==> config.mk <==
export PLATFORM = sky130hd
export DESIGN_NAME = buf_thresh_irq
export DESIGN_NICKNAME = d
export VERILOG_FILES = /design/src/rtl/buf_thresh_pkg.sv /design/src/rtl/bt_chan_cnt.sv /design/src/rtl/bt_regs.sv /design/src/rtl/bt_pulse.sv /design/src/rtl/buf_thresh_irq.sv
export SDC_FILE = /design/constraint.sdc
export NUM_CORES = 1
export LEC_CHECK = 0
export ABC_AREA = 1
export BUFFER_PORTS_ARGS = -buffer_cell sky130_fd_sc_hd__buf_2
export CAP_MARGIN = 10
export CORE_UTILIZATION = 45
export CTS_CLUSTER_DIAMETER = 80
export DETAILED_ROUTE_END_ITERATION = 8
export HOLD_SLACK_MARGIN = 0.02
export PLACE_DENSITY = 0.66
export REMOVE_ABC_BUFFERS = 1
export SLEW_MARGIN = 10
export SYNTH_ARGS = -nofsm -noshare
export SYNTH_HDL_FRONTEND = slang
export SYNTH_SLANG_ARGS = --single-unit
==> constraint.sdc <==
create_clock -name clk -period 8.6 [get_ports clk]
set_clock_uncertainty 0.1 [all_clocks]
set_input_delay 0.86 -clock clk [delete_from_list [all_inputs] [get_ports clk]]
set_output_delay 0.86 -clock clk [all_outputs]
set_load 0.02 [all_outputs]
==> src/rtl/buf_thresh_pkg.sv <==
package buf_thresh_pkg;
   // register word addresses
   localparam int A_MASK_SET = 0;
   localparam int A_MASK_CLR = 1;
   localparam int A_ROUTE    = 2;
   localparam int A_RAW      = 3;
   localparam int A_MASKED   = 4;
   localparam int A_EOI      = 5;
   localparam int A_ROUTED   = 6;
   localparam int A_THR_BASE = 16;
   localparam int A_CNT_BASE = 32;
   // value that re-arms the pulse when written to A_EOI
   localparam int EOI_CODE   = 0;

   typedef struct packed {
      logic mask_set;
      logic mask_clr;
      logic route;
      logic eoi;
   } wr_dec_t;
endpackage

==> src/rtl/bt_chan_cnt.sv <==
module bt_chan_cnt #(
   parameter int CNT_W = 16
) (
   input  logic             clk,
   input  logic             rst_n,
   input  logic             inc,
   input  logic             dec,
   input  logic [CNT_W-1:0] thresh,
   output logic [CNT_W-1:0] count,
   output logic             cond
);
   localparam logic [CNT_W-1:0] CNT_MAX = {CNT_W{1'b1}};

   logic [CNT_W-1:0] cnt_q;

   always_ff @(posedge clk) begin
      if (!rst_n) begin
         cnt_q <= '0;
      end else begin
         unique case ({inc, dec})
            2'b10:   if (cnt_q != CNT_MAX) cnt_q <= cnt_q + 1'b1;
            2'b01:   if (cnt_q != '0)      cnt_q <= cnt_q - 1'b1;
            default: cnt_q <= cnt_q;
         endcase
      end
   end

   assign count = cnt_q;
   assign cond  = (cnt_q <= thresh);

   // no wrap past the top
   p_sat_top_r2: assert property (@(posedge clk) disable iff (!rst_n)
      (cnt_q == CNT_MAX && inc && !dec) |=> (cnt_q == CNT_MAX));
   // no wrap below zero
   p_sat_floor_r2: assert property (@(posedge clk) disable iff (!rst_n)
      (cnt_q == '0 && dec && !inc) |=> (cnt_q == '0));
   // opposing strobes cancel
   p_hold_both_r2: assert property (@(posedge clk) disable iff (!rst_n)
      (inc && dec) |=> $stable(cnt_q));
endmodule

==> src/rtl/bt_regs.sv <==
module bt_regs
   import buf_thresh_pkg::*;
#(
   parameter int NUM_CH = 8,
   parameter int CNT_W  = 16,
   parameter int ADDR_W = 6,
   parameter int DATA_W = 32
) (
   input  logic                         clk,
   input  logic                         rst_n,
   input  logic                         wr,
   input  logic [ADDR_W-1:0]            addr,
   input  logic [DATA_W-1:0]            wdata,
   input  logic [NUM_CH-1:0]            raw,
   input  logic [NUM_CH-1:0]            masked,
   input  logic [NUM_CH-1:0]            routed,
   input  logic [NUM_CH-1:0][CNT_W-1:0] counts,
   output logic [NUM_CH-1:0]            mask,
   output logic [NUM_CH-1:0]            route,
   output logic [NUM_CH-1:0][CNT_W-1:0] thresh,
   output logic                         eoi,
   output logic [DATA_W-1:0]            rdata
);
   wr_dec_t                     dec;
   logic [NUM_CH-1:0]           mask_q;
   logic [NUM_CH-1:0]           route_q;
   logic [NUM_CH-1:0][CNT_W-1:0] thr_q;
   logic [NUM_CH-1:0]           wbits;

   assign wbits = wdata[NUM_CH-1:0];

   always_comb begin
      dec.mask_set = wr && (addr == ADDR_W'(A_MASK_SET));
      dec.mask_clr = wr && (addr == ADDR_W'(A_MASK_CLR));
      dec.route    = wr && (addr == ADDR_W'(A_ROUTE));
      dec.eoi      = wr && (addr == ADDR_W'(A_EOI)) && (wdata == DATA_W'(EOI_CODE));
   end

   always_ff @(posedge clk) begin
      if (!rst_n) begin
         mask_q  <= '0;
         route_q <= '0;
      end else begin
         if (dec.mask_set) mask_q <= mask_q | wbits;
         else if (dec.mask_clr) mask_q <= mask_q & ~wbits;
         if (dec.route) route_q <= wbits;
      end
   end

   always_ff @(posedge clk) begin
      if (!rst_n) begin
         thr_q <= '0;
      end else begin
         for (int i = 0; i < NUM_CH; i++) begin
            if (wr && (addr == ADDR_W'(A_THR_BASE + i))) thr_q[i] <= wdata[CNT_W-1:0];
         end
      end
   end

   always_comb begin
      rdata = '0;
      if (addr == ADDR_W'(A_MASK_SET) || addr == ADDR_W'(A_MASK_CLR)) rdata[NUM_CH-1:0] = mask_q;
      if (addr == ADDR_W'(A_ROUTE))  rdata[NUM_CH-1:0] = route_q;
      if (addr == ADDR_W'(A_RAW))    rdata[NUM_CH-1:0] = raw;
      if (addr == ADDR_W'(A_MASKED)) rdata[NUM_CH-1:0] = masked;
      if (addr == ADDR_W'(A_ROUTED)) rdata[NUM_CH-1:0] = routed;
      for (int i = 0; i < NUM_CH; i++) begin
         if (addr == ADDR_W'(A_THR_BASE + i)) rdata[CNT_W-1:0] = thr_q[i];
         if (addr == ADDR_W'(A_CNT_BASE + i)) rdata[CNT_W-1:0] = counts[i];
      end
   end

   assign mask   = mask_q;
   assign route  = route_q;
   assign thresh = thr_q;
   assign eoi    = dec.eoi;

   // bits written to the set address end up set
   p_mask_set_r3: assert property (@(posedge clk) disable iff (!rst_n)
      dec.mask_set |=> ((mask_q & $past(wbits)) == $past(wbits)));
   // bits written to the clear address end up clear
   p_mask_clr_r3: assert property (@(posedge clk) disable iff (!rst_n)
      dec.mask_clr |=> ((mask_q & $past(wbits)) == '0));
endmodule

==> src/rtl/bt_pulse.sv <==
module bt_pulse #(
   parameter int NUM_CH = 8
) (
   input  logic              clk,
   input  logic              rst_n,
   input  logic [NUM_CH-1:0] routed,
   input  logic              eoi,
   output logic              irq
);
   logic any_act;
   logic any_prev_q;
   logic irq_q;

   assign any_act = |routed;

   always_ff @(posedge clk) begin
      if (!rst_n) begin
         any_prev_q <= 1'b0;
         irq_q      <= 1'b0;
      end else begin
         any_prev_q <= any_act;
         irq_q      <= (any_act && !any_prev_q) || (eoi && any_act);
      end
   end

   assign irq = irq_q;

   // a new routed condition yields a pulse next cycle
   p_rise_pulse_r6: assert property (@(posedge clk) disable iff (!rst_n)
      $rose(any_act) |=> irq_q);
   // end-of-interrupt while active re-fires
   p_eoi_refire_r7: assert property (@(posedge clk) disable iff (!rst_n)
      (eoi && any_act) |=> irq_q);
   // a sustained condition without EOI stays quiet
   p_no_repeat_r9: assert property (@(posedge clk) disable iff (!rst_n)
      (any_act && $past(any_act) && !eoi) |=> !irq_q);
   // a pulse always has an active routed condition behind it
   p_cause_r8: assert property (@(posedge clk) disable iff (!rst_n)
      irq_q |-> $past(any_act));
endmodule

==> src/rtl/buf_thresh_irq.sv <==
module buf_thresh_irq #(
   parameter int NUM_CH = 8,
   parameter int CNT_W  = 16,
   parameter int ADDR_W = 6,
   parameter int DATA_W = 32
) (
   input  logic              clk,
   input  logic              rst_n,
   input  logic              reg_wr_en,
   input  logic [ADDR_W-1:0] reg_addr,
   input  logic [DATA_W-1:0] reg_wdata,
   output logic [DATA_W-1:0] reg_rdata,
   input  logic [NUM_CH-1:0] buf_inc,
   input  logic [NUM_CH-1:0] buf_dec,
   output logic              thresh_irq
);
   if (NUM_CH < 1 || NUM_CH > 16) begin : g_bad_ch
      $error("NUM_CH must lie in 1..16");
   end
   if (ADDR_W < 6) begin : g_bad_addr
      $error("ADDR_W must be at least 6");
   end
   if (DATA_W < NUM_CH || DATA_W < CNT_W) begin : g_bad_data
      $error("DATA_W must cover NUM_CH and CNT_W");
   end
   if (CNT_W < 2) begin : g_bad_cnt
      $error("CNT_W must be at least 2");
   end

   logic [NUM_CH-1:0]            raw;
   logic [NUM_CH-1:0]            masked;
   logic [NUM_CH-1:0]            routed;
   logic [NUM_CH-1:0]            mask;
   logic [NUM_CH-1:0]            route;
   logic [NUM_CH-1:0][CNT_W-1:0] thresh;
   logic [NUM_CH-1:0][CNT_W-1:0] counts;
   logic                         eoi;

   for (genvar c = 0; c < NUM_CH; c++) begin : g_ch
      bt_chan_cnt #(.CNT_W(CNT_W)) u_cnt (
         .clk    (clk),
         .rst_n  (rst_n),
         .inc    (buf_inc[c]),
         .dec    (buf_dec[c]),
         .thresh (thresh[c]),
         .count  (counts[c]),
         .cond   (raw[c])
      );
   end

   assign masked = raw & mask;
   assign routed = masked & route;

   bt_regs #(
      .NUM_CH (NUM_CH),
      .CNT_W  (CNT_W),
      .ADDR_W (ADDR_W),
      .DATA_W (DATA_W)
   ) u_regs (
      .clk    (clk),
      .rst_n  (rst_n),
      .wr     (reg_wr_en),
      .addr   (reg_addr),
      .wdata  (reg_wdata),
      .raw    (raw),
      .masked (masked),
      .routed (routed),
      .counts (counts),
      .mask   (mask),
      .route  (route),
      .thresh (thresh),
      .eoi    (eoi),
      .rdata  (reg_rdata)
   );

   bt_pulse #(.NUM_CH(NUM_CH)) u_pulse (
      .clk    (clk),
      .rst_n  (rst_n),
      .routed (routed),
      .eoi    (eoi),
      .irq    (thresh_irq)
   );
endmodule

======== After elaboration in Yosys (flattened, before gate mapping) ========
Cells that the tools add are included.
Widths: inputs -> output; s select.
storage, ports and cells
  register bits after elaboration ......... 274
  bits of input ports ..................... 57
  output and inout bits ................... 33
  word-level logic and storage cells ...... 204
operators by class
  $add $sub $neg .......................... 16
  $lt $le $gt $ge ......................... 8
  equality and inequality tests ........... 62
  muxes and demuxes ....................... 47
  bitwise gates (word level) .............. 5
  reductions and logical operators ........ 46
operators with widths
  cell                   number
  $mux 16                32
  $pmux 16 s2            8
  $add 16x1->16 const B  8
  $le 16x16->1           8
  $ne 16x16->1 const B   8
  $reduce_bool 16->1     8
  $sub 16x1->16 const B  8
  $mux 8                 7
  $eq 6x5->1 const B     8
  $eq 6x6->1 const B     8
  $logic_not 32->1       1
  $ne 2x1->1 const B     16
  $and 8x8->8            3
  $reduce_and 3->1       8
  $eq 6x3->1 const B     3
  $reduce_bool 2->1      9
  $eq 2x1->1 const B     8
  $eq 2x2->1 const B     8
  $logic_and 1x1->1      15
  $eq 6x2->1 const B     2
  $not 8->8              1
  $or 8x8->8             1
  $reduce_or 8->1        1
  $eq 6x1->1 const B     1
  other kinds (3)        4

======== Depth between registers and ports, before layout ========
Gate-level depths: netlist of the first run.
  depth in word-level cells ............... 23
  gate-level depth with buffers ........... 24
  depth with buffers taken out ............ 24

======== Cells and area by module ========
From an unflattened synthesis of the first run, not the netlist that was laid out.
second synthesis, totals
  cell total of the unflattened synthesis .. 4,174
  area total of the unflattened synthesis .. 24,890.1 µm²
modules (own cells, without submodules)
  module                           times used  cells an instance  area an instance (µm²)  seq. area each (µm²)
  bt_chan_cnt (g_ch[0].u_cnt ...)  6           369                2,133.3                 320.3
  bt_regs                          1           1,172              7,614.8                 2,882.8
  bt_chan_cnt (g_ch[6].u_cnt ...)  2           371                2,124.5                 320.3
  buf_thresh_irq                   1           32                 140.1                   0.0
  bt_pulse                         1           14                 86.3                    40.0

======== Least setup slack after synthesis of the first run ========
Ideal clock, no wire load.
  kind .................................... input port to flip-flop
  start point ............................. input port buf_inc[1]
  end point ............................... register g_ch[1].u_cnt.cnt_q[14]
  library setup time ...................... 0.114 ns
  arrival ................................. 3.218 ns
  required time ........................... 8.386 ns
  path slack .............................. 5.169 ns
  cell stages on the path ................. 19
  buffers on the path ..................... 0
  path through ............................ inv_1 -> ha_1 -> inv_1 -> fa_1 -> nor2_1 -> nor2_2 -> o21ai_1 -> nand3_1 -> nand2_1 -> nand2_1 -> nand2_1 -> a21oi_1 -> o21bai_1 -> a21oi_1 -> nor2_1 -> nor2_1 -> xnor2_1 -> o21bai_1 -> inv_1
on the way
  cells in the longest elaborated chain, start to end .. 3
  elaborated cells between the ends (all ways) .. 7
  classes of those cells .................. eq/ne: 4; mux: 1; reduce/logical: 2
ends and longest elaborated chain
  what                                                              line                  RTL
  from (decl)                                                       buf_thresh_irq.sv:13  input logic [NUM_CH-1:0] buf_inc,
  $eq 2x1->1 or $eq 2x2->1 (tied branches)                          bt_chan_cnt.sv:20     unique case ({inc, dec})
  $ne 2x1->1 (no source line) or $reduce_bool 2->1 (tied branches)  -
  $reduce_and 3->1 (no source line)                                 -
  to (signal assigned)                                              bt_chan_cnt.sv:21     2'b10: if (cnt_q != CNT_MAX) cnt_q <= cnt_q + 1'b1;
  to (signal assigned)                                              bt_chan_cnt.sv:22     2'b01: if (cnt_q != '0) cnt_q <= cnt_q - 1'b1;
  to (signal assigned)                                              bt_chan_cnt.sv:23     default: cnt_q <= cnt_q;
  to (decl)                                                         bt_chan_cnt.sv:14     logic [CNT_W-1:0] cnt_q;
Parallel ways exist; a longest one is shown, timed or not.
A chain may end at the register's enable or synchronous reset.

======== Final worst setup path of the first run ========
  start point ............................. register g_ch[5].u_cnt.cnt_q[14]
  end point ............................... output port reg_rdata[5]
on the way
  cells in the longest elaborated chain, start to end .. 20
  elaborated cells between the ends (all ways) .. 22
  classes of those cells .................. order compare: 1; mux: 19; bitwise: 2
ends and longest elaborated chain
  what                                   line                                 RTL
  from (decl)                            bt_chan_cnt.sv:14
  from (signal assigned)                 bt_chan_cnt.sv:21
  from (signal assigned)                 bt_chan_cnt.sv:22
  from (signal assigned)                 bt_chan_cnt.sv:23
  $le 16x16->1 (*)                       bt_chan_cnt.sv:29                    assign cond = (cnt_q <= thresh);
  $mux 8 or $and 8x8->8 (tied branches)  bt_regs.sv:64, buf_thresh_irq.sv:51
  $mux 8 or $and 8x8->8 (tied branches)  bt_regs.sv:65, buf_thresh_irq.sv:52
  $mux 8 (*)                             bt_regs.sv:66                        if (addr == ADDR_W'(A_ROUTED)) rdata[NUM_CH-1:0] = routed;
  $mux 16 (*)                            bt_regs.sv:68                        if (addr == ADDR_W'(A_THR_BASE + i)) rdata[CNT_W-1:0] = thr_q[i];
  $mux 16 (*)                            bt_regs.sv:69                        if (addr == ADDR_W'(A_CNT_BASE + i)) rdata[CNT_W-1:0] = counts[i];
  $mux 16 (*)                            bt_regs.sv:68
  $mux 16 (*)                            bt_regs.sv:69
  (+4 left out)                          -
  $mux 16 (*)                            bt_regs.sv:68
  $mux 16 (*)                            bt_regs.sv:69
  $mux 16 (*)                            bt_regs.sv:68
  $mux 16 (*)                            bt_regs.sv:69
  $mux 16 (*)                            bt_regs.sv:68
  $mux 16 (*)                            bt_regs.sv:69
  $mux 16 (*)                            bt_regs.sv:68
  $mux 16 (*)                            bt_regs.sv:69
  to (decl)                              buf_thresh_irq.sv:12                 output logic [DATA_W-1:0] reg_rdata,
Mark *: on every way between the ends. The rest lies on a longest branch, timed or not.

==> results.tsv, run 1 <==
stage	metric	value	unit
run_status	status	completed	
route	DR vias/cell	5.802	
route	Remaining DRCs	0	
timing	min cycle time layout	4.491	ns
finish	commonest cells after routing, fill and taps aside	a21oi_1 (501), nand2_1 (471), inv_1 (396), o21ai_0 (313), dfxtp_1 (274)	
clock_tree	H-tree levels	2	
route	Routed met2 length	29990	um
finish	Layout area overhead	9.133	%
route	DR iter-0 viols	1719	
clock_tree	CTS Buffer Depth	3	
die	die height	217.0	um
setup_path	R2R depth	17	
yosys	Mapped Avg Cell Area	6.986	sq um
pwr	total design power	4.142	mW
timing	achievable frequency	0.2227	GHz
finish	post-route cell area	22700	sq um
pwr	Leak	9.764	nW
route	via count	21090	
timing	number of setup violations in the final report	0	
global_routing	grt total ovfl	0	
global_routing	initial antenna violation count	3	
route	Final ANT Viol Nets	0	
finish	most common cell after layout, fill and taps aside	a21oi_1	
route	final WL	67480	um
global_routing	GRT Total Usage	28.20	%
clock_tree	Post-CTS Hold Fix Bufs	0	
route	wire per inst	18.56	um
setup_path	Critical Path Fanout Max	6	
clock_tree	Root Driver	clkbuf_16	
setup_path	WP data arrival	3.53	ns
finish	fin util	49.90	%
yosys	Yosys reg bits	274	
finish	fin nets	3332	
timing	part of the cycle the worst path needs	52.22	%
yosys	sequential share of the synthesized area	26.38	%
placement	GPL Wtd Cong	1.043	
yosys	Ys Warns	0	
setup_path	CP startpoint kind	register	
die	row cnt	78	
timing	Fin. Hold Viols	0	
die	Die Footprint	47080	sq um
yosys	ys async rst share	0	%
worst_hold_path	HP Class	reg2reg	
pwr	Worst VDD drop	0.0001239	V
yosys	Yosys cell types	55	
clock_tree	Sink Count	274	
placement	DPL Wire Length	50170	um
setup_path	CP Capture Type	output pin	
placement	placed cell area	21570	sq um
global_routing	first-pass GRT wire length	105300	um
timing	RSZ-0062 raised after global routing	no	
timing	fin worst setup slack	4.109	ns
yosys	Post-synth EDFFs	0	
die	Initial Util	45.73	%
clock_tree	Post-CTS Setup Bufs	0	
clock_tree	clk_lat worst skew	0.56	ns
route	highest metal used	met5	
die	die width	217.0	um
global_routing	vias in the first global route	19320	
yosys	Syn Inst Count	2977	
die	I/O Pins	90	
yosys	ys flop type	dfxtp_1	
timing	Worst Max-Slew Pin Slew	1.125	ns
yosys	cell area after synthesis	20800	sq um
die	CORE AREA	45480	sq um
finish	layout cells sized above 1	6.129	%
pwr	Pwr Density	182.5	nW/um^2
route	met3 wire len	5200	um
timing	Final Slew Violations	0	
placement	pre-CTS setup slack	4.283	ns
clock_tree	Clock Pin Slew Worst Setup and Hold Paths	0.05	ns
timing	Rel. slew slack	24.69	%
clock_tree	post_cts resized	0	
route	Initial DRT Pass Iterations	6	
setup_path	WS Path Type	reg2out	
timing	setup TNS	0	ns
global_routing	pin count of the biggest net entering global routing	94	
worst_hold_path	Cells on Worst Hold Path	1	
clock_tree	CTS tree	done	
placement	PortBufs	73	
run	max capacitance violation total	0	
finish	n_diodes	0	
clock_tree	TritonCTS Buffers	37	
setup_path	Critical Path RT	7.64	ns
route	sum of routed wire segments on met1	29260	um
==> state kept, by name, summed over array words and instances, names as in the netlist, named ones only <==
register,cells
u_regs.thresh,128
u_regs.route,8
u_pulse.any_prev_q,1
g_ch.u_cnt.count,128
u_pulse.irq,1
==> per-layer routing <==
layer / global-route usage (%) / vias to the layer above
met4: 12.82 / 4
met3: 4.207 / 193
li1: - / 10300
met1: 37.12 / 9787
met2: 45.39 / 806
met5: 0 / -
==> area by class of cell <==
cell class                      instances  area (sq um)
Clock buffer                           51          1018
Clock inverter                         12         102.6
Fill cell                            4614         22780
Inverter                              405          1520
Multi-Input combinational cell       2211         13380
Sequential cell                       274          5485
Tap cell                              600         750.7
Timing Repair Buffer                   82         439.2
==> power by group <==
| part | switching [mW] | internal, mW |
|---|---|---|
| clock network | 0.612 | 0.859 |
| logic | 0.699 | 0.418 |
| registers | 0.194 | 1.36 |
| total | 1.51 | 2.64 |
==> per-stage QoR <==
step,instances,hold slack [ns]
6_report,3635,0.3022
5_1_grt,3635,0.3118
4_1_cts,3635,0.3028
3_5_place_dp,3572,0.2902
3_3_place_gp,3572,0.2944
2_1_floorplan,2890,0.2816
==> synth_stat cells, drive strengths merged (2+ instances only) <==
master,instances,area (sq um)
nand2,474,1787
a31oi,6,37.54
a211oi,6,50.05
and2,5,31.28
nor3,28,145.1
or2,3,18.77
a21o,8,60.06
nand3b,11,82.58
dfxtp,274,5485
or4,7,52.55
inv,403,1513
o2111ai,12,105.1
o21a,6,45.04
clkinv,2,7.510
nor4,35,219.0
nand3,86,440.4
o221ai,6,52.55
xor2,64,560.5
a21oi,504,2534
a311oi,4,35.03
o21ai,339,1745
nand4,88,550.5
o211ai,13,97.59
xnor2,37,324.1
a21boi,6,60.05
fa,8,160.2
ha,256,3203
o31ai,11,82.58
nor2,132,530.5
a221oi,7,61.31
o21bai,15,120.1
clkbuf,73,274.0
o22ai,13,81.33
buf,29,198.9
==> final timing paths <==
| check | start | endpoint | slack (ns) |
|---|---|---|---|
| worst max-delay path | g_ch[5].u_cnt.count[14] | reg_rdata[5] | 4.11 |
| worst min-delay path | u_pulse.any_prev_q | u_pulse.irq | 0.30 |
| worst max register to register | g_ch[1].u_cnt.count[0] | g_ch[1].u_cnt.count[14] | 5.66 |
| worst min register to register | u_pulse.any_prev_q | u_pulse.irq | 0.30 |
==> logic make-up after synthesis <==
group,count (synthesis),synth area share [%]
compound gates,959,24.97
xor+xnor,101,4.254
other cells,1,0.01803
flops,274,26.38
simple gates,871,18.62
buf+inv,507,9.584
fa+ha+maj,264,16.17
==> worst max-delay path, stage by stage, from the launching register on <==
cell and delay [ns]:
dfxtp_1 0.42, ha_1 0.33, nand2_1 0.07, nor4_1 0.48, nand2_1 0.09, nand2_1 0.08
nand2_1 0.14, nand2_1 0.09, nand2_1 0.05, nand2_1 0.10, nand4_1 0.11, nand2_1 0.11
nand3_1 0.08, nand2_1 0.08, nand3_1 0.08, nand2_1 0.06, nand4_1 0.17, nor2_1 0.14
nand4_1 0.10, buf_2 0.18
Note: power is estimated with default switching activity, not from simulation.
==> inputs of run 2 (changes only) <==
==> constraint.sdc (replaced) <==
create_clock -name clk -period 4.2 [get_ports clk]
set_clock_uncertainty 0.1 [all_clocks]
set_input_delay 0.42 -clock clk [delete_from_list [all_inputs] [get_ports clk]]
set_output_delay 0.42 -clock clk [all_outputs]
set_load 0.02 [all_outputs]
==> run 2 against run 1 <==
Net effect: largest cell class unchanged; first-iteration DRC count increased by 0.17%; total power is 110% higher; register-to-register slack lost 4.3 ns; sequential share of layout area down 0.46 points; via count is 0.54% higher; cell count is 1.4% higher; flip-flop and latch count unchanged; critical path depth unchanged; utilization rose by 1.0 points; highest routed layer is now met4.
==> results.tsv, run 2 (synthesis gave the netlist of run 1 again) <==
stage	metric	value	unit	change
run_status	status	completed		
timing	Rel. slew slack	24.53	%	-0.16 points
global_routing	first-pass GRT wire length	105800	um	+0.41%
route	final WL	67610	um	+0.19%
timing	Final Slew Violations	0		unchanged
timing	RSZ-0062 raised after global routing	yes		
placement	DPL Wire Length	50710	um	+1.1%
placement	PortBufs	73		unchanged
route	Initial DRT Pass Iterations	6		unchanged
clock_tree	clk_lat worst skew	0.55	ns	about the same
timing	achievable frequency	0.2480	GHz	
setup_path	WS Path Type	reg2out		
die	die height	217.0	um	unchanged
clock_tree	H-tree levels	2		unchanged
setup_path	Critical Path Fanout Max	6		unchanged
finish	fin nets	3379		+1.4%
global_routing	GRT Total Usage	28.26	%	+0.061 points
timing	tightest hold margin	0.04840	ns	-0.2538 ns
global_routing	vias in the first global route	19610		+1.5%
pwr	Worst VDD drop	0.0002471	V	+99%
setup_path	Critical Path RT	3.68	ns	-3.96 ns
route	DR vias/cell	5.754		-0.83%
die	Initial Util	45.73	%	unchanged
finish	register area	5488	sq um	about the same
timing	min cycle time layout	4.032	ns	
finish	Layout area overhead	11.31	%	
pwr	Leak	10.06	nW	+3.0%
die	I/O Pins	90		unchanged
clock_tree	CTS Buffer Depth	3		unchanged
setup_path	CP startpoint kind	register		
clock_tree	Sink Count	274		unchanged
worst_hold_path	HP Class	in2reg		
timing	Fin. Hold Viols	0		unchanged
finish	layout cells sized above 1	7.882	%	+1.8 points
setup_path	CP Capture Type	output pin		
timing	number of setup violations in the final report	0		unchanged
clock_tree	Post-CTS Setup Bufs	0		unchanged
pwr	Pwr Density	373.9	nW/um^2	+100%
global_routing	grt total ovfl	0		unchanged
route	Final ANT Viol Nets	0		unchanged
placement	placed insts	3619		+1.3%
finish	Layout fillers	4563		-1.1%
route	via count	21210		+0.54%
finish	most common cell after layout, fill and taps aside	a21oi_1		
placement	GPL Wtd Cong	0.9955		-4.6%
route	Remaining DRCs	0		unchanged
finish	commonest cells after routing, fill and taps aside	a21oi_1 (501), nand2_1 (471), inv_1 (396), o21ai_0 (313), dfxtp_1 (272)		
setup_path	WP data arrival	3.51	ns	-0.02 ns
timing	Worst Max-Slew Pin Slew	1.132	ns	+0.006545 ns
die	die width	217.0	um	unchanged
die	CORE AREA	45480	sq um	unchanged
finish	area of the multi-input gates	13390	sq um	+0.10%
clock_tree	TritonCTS Buffers	37		unchanged
clock_tree	Root Driver	clkbuf_16		
timing	part of the cycle the worst path needs	96.01	%	
finish	Finished Layout Cells	3685		+1.4%
clock_tree	Clock Pin Slew Worst Setup and Hold Paths	0.06	ns	about the same
global_routing	pin count of the biggest net entering global routing	207		+120%
clock_tree	CTS tree	done		
global_routing	initial antenna violation count	3		unchanged
die	row cnt	78		unchanged
die	Die Footprint	47080	sq um	unchanged
run	max capacitance violation total	0		unchanged
route	DR iter-0 viols	1722		+0.17%
route	wire per inst	18.35	um	-1.2%
finish	fin util	50.90	%	+1.0 points
==> run 2: through the flow <==
stage	area, sq um	TNS [ns]	total power, mW	setup slack, ns
6_report	23150	0	8.655	0.1676
5_1_grt	23150	-0.04752	9.161	-0.04752
4_1_cts	23130	0	8.671	0.1124
3_5_place_dp	21940	0	5.515	0.5672
3_3_place_gp	21940	0	5.444	0.5442
2_1_floorplan	20380	0	4.745	1.201
==> run 2: area by class of cell <==
cell class | count | share of cell area, %
diodes | 2 | 0.02162
inverters | 405 | 6.567
clock inverters | 10 | 0.2811
repair buffers | 129 | 3.475
well taps | 600 | 3.243
multi-input cells | 2211 | 57.86
flip-flops and latches | 274 | 23.71
clock buffers | 54 | 4.848
==> run 2: path summary, 6_finish.rpt <==
kind	from	to	slack, ns	cells past startpoint
worst min-delay path	reg_wdata[1]	register	0.05	2
worst max register to register	g_ch[1].u_cnt.count[1]	g_ch[1].u_cnt.count[14]	1.32	17
worst min register to register	u_pulse.any_prev_q	u_pulse.irq	0.31	1
worst max-delay path	g_ch[1].u_cnt.count[14]	reg_rdata[1]	0.17	19
==> run 2: routing by layer <==
metal | GRT usage, % | routed length (um) | vias to the layer above
li1 | - | - | 10420
met4 | 12.02 | 2707 | 0
met3 | 3.871 | 5030 | 163
met1 | 37.49 | 29310 | 9812
met5 | 0 | 0 | -
met2 | 45.79 | 30560 | 815
==> run 2: repair_timing <==
action,CTS,global route
setup endpoints to repair,0,2
resized for setup,0,5
hold endpoints to repair,0,0
hold buffers,0,0
==> run 2: report_power, final <==
group	leakage, nW	internal [mW]	switching [mW]
Combinational	7.23	0.914	1.52
Clock	0.594	1.85	1.28
Sequential	2.24	2.78	0.303
Total	10.1	5.55	3.10
==> run 2: critical path, cell delays in order, from the launching register on <==
cell and delay [ns]:
dfxtp_1 0.42, ha_1 0.34, nand2_1 0.09, nor3_2 0.25, nand2_1 0.08, nand2_1 0.06
nand2_1 0.14, nand2_1 0.14, nand2_1 0.06, nand2_1 0.06, nand4_1 0.15, nor2_2 0.18
nand4_1 0.12, nand2_1 0.11, nand4_1 0.16, nand2_1 0.13, nand4_1 0.14, nand2_1 0.09
nand2_1 0.08, buf_2 0.17
==> inputs of run 3 (changes only) <==
--- a/config.mk
+++ b/config.mk
@@ -8,12 +8,12 @@
 export ABC_AREA = 1
 export BUFFER_PORTS_ARGS = -buffer_cell sky130_fd_sc_hd__buf_2
 export CAP_MARGIN = 10
+export CORE_MARGIN = 2
 export CORE_UTILIZATION = 45
 export CTS_CLUSTER_DIAMETER = 80
 export DETAILED_ROUTE_END_ITERATION = 8
 export HOLD_SLACK_MARGIN = 0.02
 export PLACE_DENSITY = 0.66
-export REMOVE_ABC_BUFFERS = 1
 export SLEW_MARGIN = 10
 export SYNTH_ARGS = -nofsm -noshare
 export SYNTH_HDL_FRONTEND = slang
==> run 3 against run 2 <==
Net effect: first-iteration DRC count increased by 0.46%; sequential share of layout area about the same; critical endpoint is now reg_rdata[5]; worst setup slack got worse by 0.045 ns; total power increased by 0.56%; clock-buffer cell count decreased by 1; via count decreased by 0.13%; register-to-register slack improved by 0.05 ns.
==> results.tsv, run 3 (synthesis gave the netlist of run 1 again) <==
stage	metric	value	unit	change
die	Initial Util	45.73	%	unchanged
setup_path	Critical Path Fanout Max	6		unchanged
pwr	Worst VDD drop	0.0002986	V	+21%
route	wire per inst	18.51	um	+0.90%
clock_tree	Post-CTS Setup Bufs	0		unchanged
clock_tree	clk_lat worst skew	0.56	ns	about the same
finish	fin nets	3372		-0.21%
global_routing	first-pass GRT wire length	106700	um	+0.87%
clock_tree	H-tree levels	2		unchanged
finish	area of the multi-input gates	13430	sq um	+0.31%
timing	Worst Max-Slew Pin Slew	1.093	ns	-0.03894 ns
route	DR vias/cell	5.760		about the same
run_status	status	completed		
timing	RSZ-0062 raised after global routing	yes		
route	Final ANT Viol Nets	0		unchanged
clock_tree	Sink Count	274		unchanged
timing	tightest hold margin	0.05625	ns	+0.007854 ns
clock_tree	Root Driver	clkbuf_16		
placement	placed insts	3613		-0.17%
global_routing	pin count of the biggest net entering global routing	255		+23%
clock_tree	post_cts resized	0		unchanged
setup_path	WP data arrival	3.56	ns	+0.05 ns
finish	layout cells sized above 1	7.835	%	-0.047 points
clock_tree	Clock Pin Slew Worst Setup and Hold Paths	0.06	ns	about the same
route	met3 wire len	5040	um	+0.20%
clock_tree	CTS tree	done		
finish	most common cell after layout, fill and taps aside	a21oi_1		
finish	commonest cells after routing, fill and taps aside	a21oi_1 (501), nand2_1 (468), inv_1 (396), o21ai_0 (312), dfxtp_1 (272)		
die	die height	219.0	um	+0.92%
run	max capacitance violation total	0		unchanged
finish	Layout fillers	4565		+0.044%
global_routing	initial antenna violation count	7		+4
route	Initial DRT Pass Iterations	6		unchanged
clock_tree	Post-CTS Hold Fix Bufs	0		unchanged
route	Routed met2 length	31310	um	+2.4%
die	Die Footprint	47950	sq um	+1.9%
timing	setup TNS	0	ns	unchanged
setup_path	WS Path Type	reg2out		
route	DR iter-0 viols	1730		+0.46%
pwr	Net Sw Power	3.133	mW	+0.95%
worst_hold_path	HP Class	in2reg		
pwr	Flop pwr share	35.4	%	-0.3 points
die	I/O Pins	90		unchanged
pwr	Leak	10.03	nW	-0.34%
setup_path	Reg-to-Reg Start	g_ch[1].u_cnt.count[1]		
clock_tree	CTS Buffer Depth	3		unchanged
route	via count	21180		-0.13%
route	final WL	68070	um	+0.68%
pwr	Clk pwr share	36.3	%	about the same
pwr	Gate power share	28.3	%	+0.2 points
timing	achievable frequency	0.2453	GHz	-1.1%
placement	GPL Wtd Cong	0.9620		-3.4%
timing	number of setup violations in the final report	0		unchanged
placement	PortBufs	73		unchanged
timing	Final Slew Violations	0		unchanged
finish	register area	5488	sq um	unchanged
timing	Rel. slew slack	26.68	%	+2.1 points
route	sum of routed wire segments on met1	28720	um	-2.0%
setup_path	CP Launch Point	g_ch[5].u_cnt.count[14]		
placement	pre-CTS setup slack	0.2308	ns	-0.3363 ns
pwr	sw frac	36.00	%	+0.14 points
setup_path	CP startpoint kind	register		
finish	Layout area overhead	11.30	%	about the same
pwr	P_int	5.570	mW	+0.35%
route	Remaining DRCs	0		unchanged
timing	fin worst setup slack	0.1230	ns	-0.04469 ns
setup_path	Critical Path RT	3.68	ns	about the same
placement	DPL Wire Length	50390	um	-0.63%
finish	Finished Layout Cells	3677		-0.22%
die	die width	219.0	um	+0.92%
global_routing	vias in the first global route	20070		+2.4%
pwr	Pwr Density	376.0	nW/um^2	+0.57%
global_routing	grt total ovfl	0		unchanged
die	row cnt	78		unchanged
route	highest metal used	met5		
setup_path	CP Capture Type	output pin		
timing	min cycle time layout	4.077	ns	+0.04469 ns
clock_tree	TritonCTS Buffers	36		-2.7%
global_routing	GRT Total Usage	28.11	%	-0.15 points
timing	Fin. Hold Viols	0		unchanged
worst_hold_path	hold path start	reg_wdata[1]		
timing	part of the cycle the worst path needs	97.07	%	+1.1 points
die	CORE AREA	45480	sq um	unchanged
finish	fin util	50.90	%	about the same
[run 3: worst paths after layout]
path | endpoint | slack [ns] | cells after the start
max reg2reg | g_ch[1].u_cnt.count[14] | 1.37 | 17
min reg2reg | u_pulse.irq | 0.33 | 1
max | reg_rdata[5] | 0.12 | 19
min | register | 0.06 | 2
[run 3: layout make-up]
type                            instances  share of cell area (%)
Tap cell                              600                   3.243
Sequential cell                       274                   23.71
Clock inverter                         10                  0.4108
Timing Repair Buffer                  123                   3.281
Inverter                              405                   6.568
Multi-Input combinational cell       2211                   58.04
Antenna cell                            1                 0.01081
Clock buffer                           53                   4.741
[run 3: metrics by stage]
stage                     total power [mW]  cell area [sq um]
final                                8.703              23150
after global routing                 9.184              23140
after CTS                            8.681              23090
after detailed placement             5.510              21890
after global placement               5.435              21890
after floorplan                      4.793              20850
[run 3: power by group through the flow]
stage	Clock, mW	Sequential, mW	Combinational, mW
floorplan	0	3.03	1.76
global placement	0	3.13	2.31
detailed placement	0	3.13	2.38
CTS	3.21	3.07	2.40
global route	3.30	3.10	2.78
finish	3.16	3.08	2.46
[run 3: critical path, cell delays in order (launching register included)]
cell	delay [ns]
dfxtp_1	0.40
ha_1	0.31
nand2_1	0.11
nor4_4	0.33
nand2_1	0.08
nand2_1	0.07
nand2_1	0.14
nand2_1	0.10
nand2_1	0.05
nand2_1	0.09
nand4_1	0.12
nand2_1	0.10
nand3_1	0.12
nand2_1	0.09
nand3_1	0.07
nand2_1	0.11
nand4_1	0.20
nor2_1	0.15
nand4_1	0.15
buf_2	0.20
[run 3: routing by layer]
layer	GRT usage, %	vias to the layer above
li1	-	10390
met1	35.02	9849
met2	47.15	756
met3	5.350	178
met4	12.36	10
met5	0	-
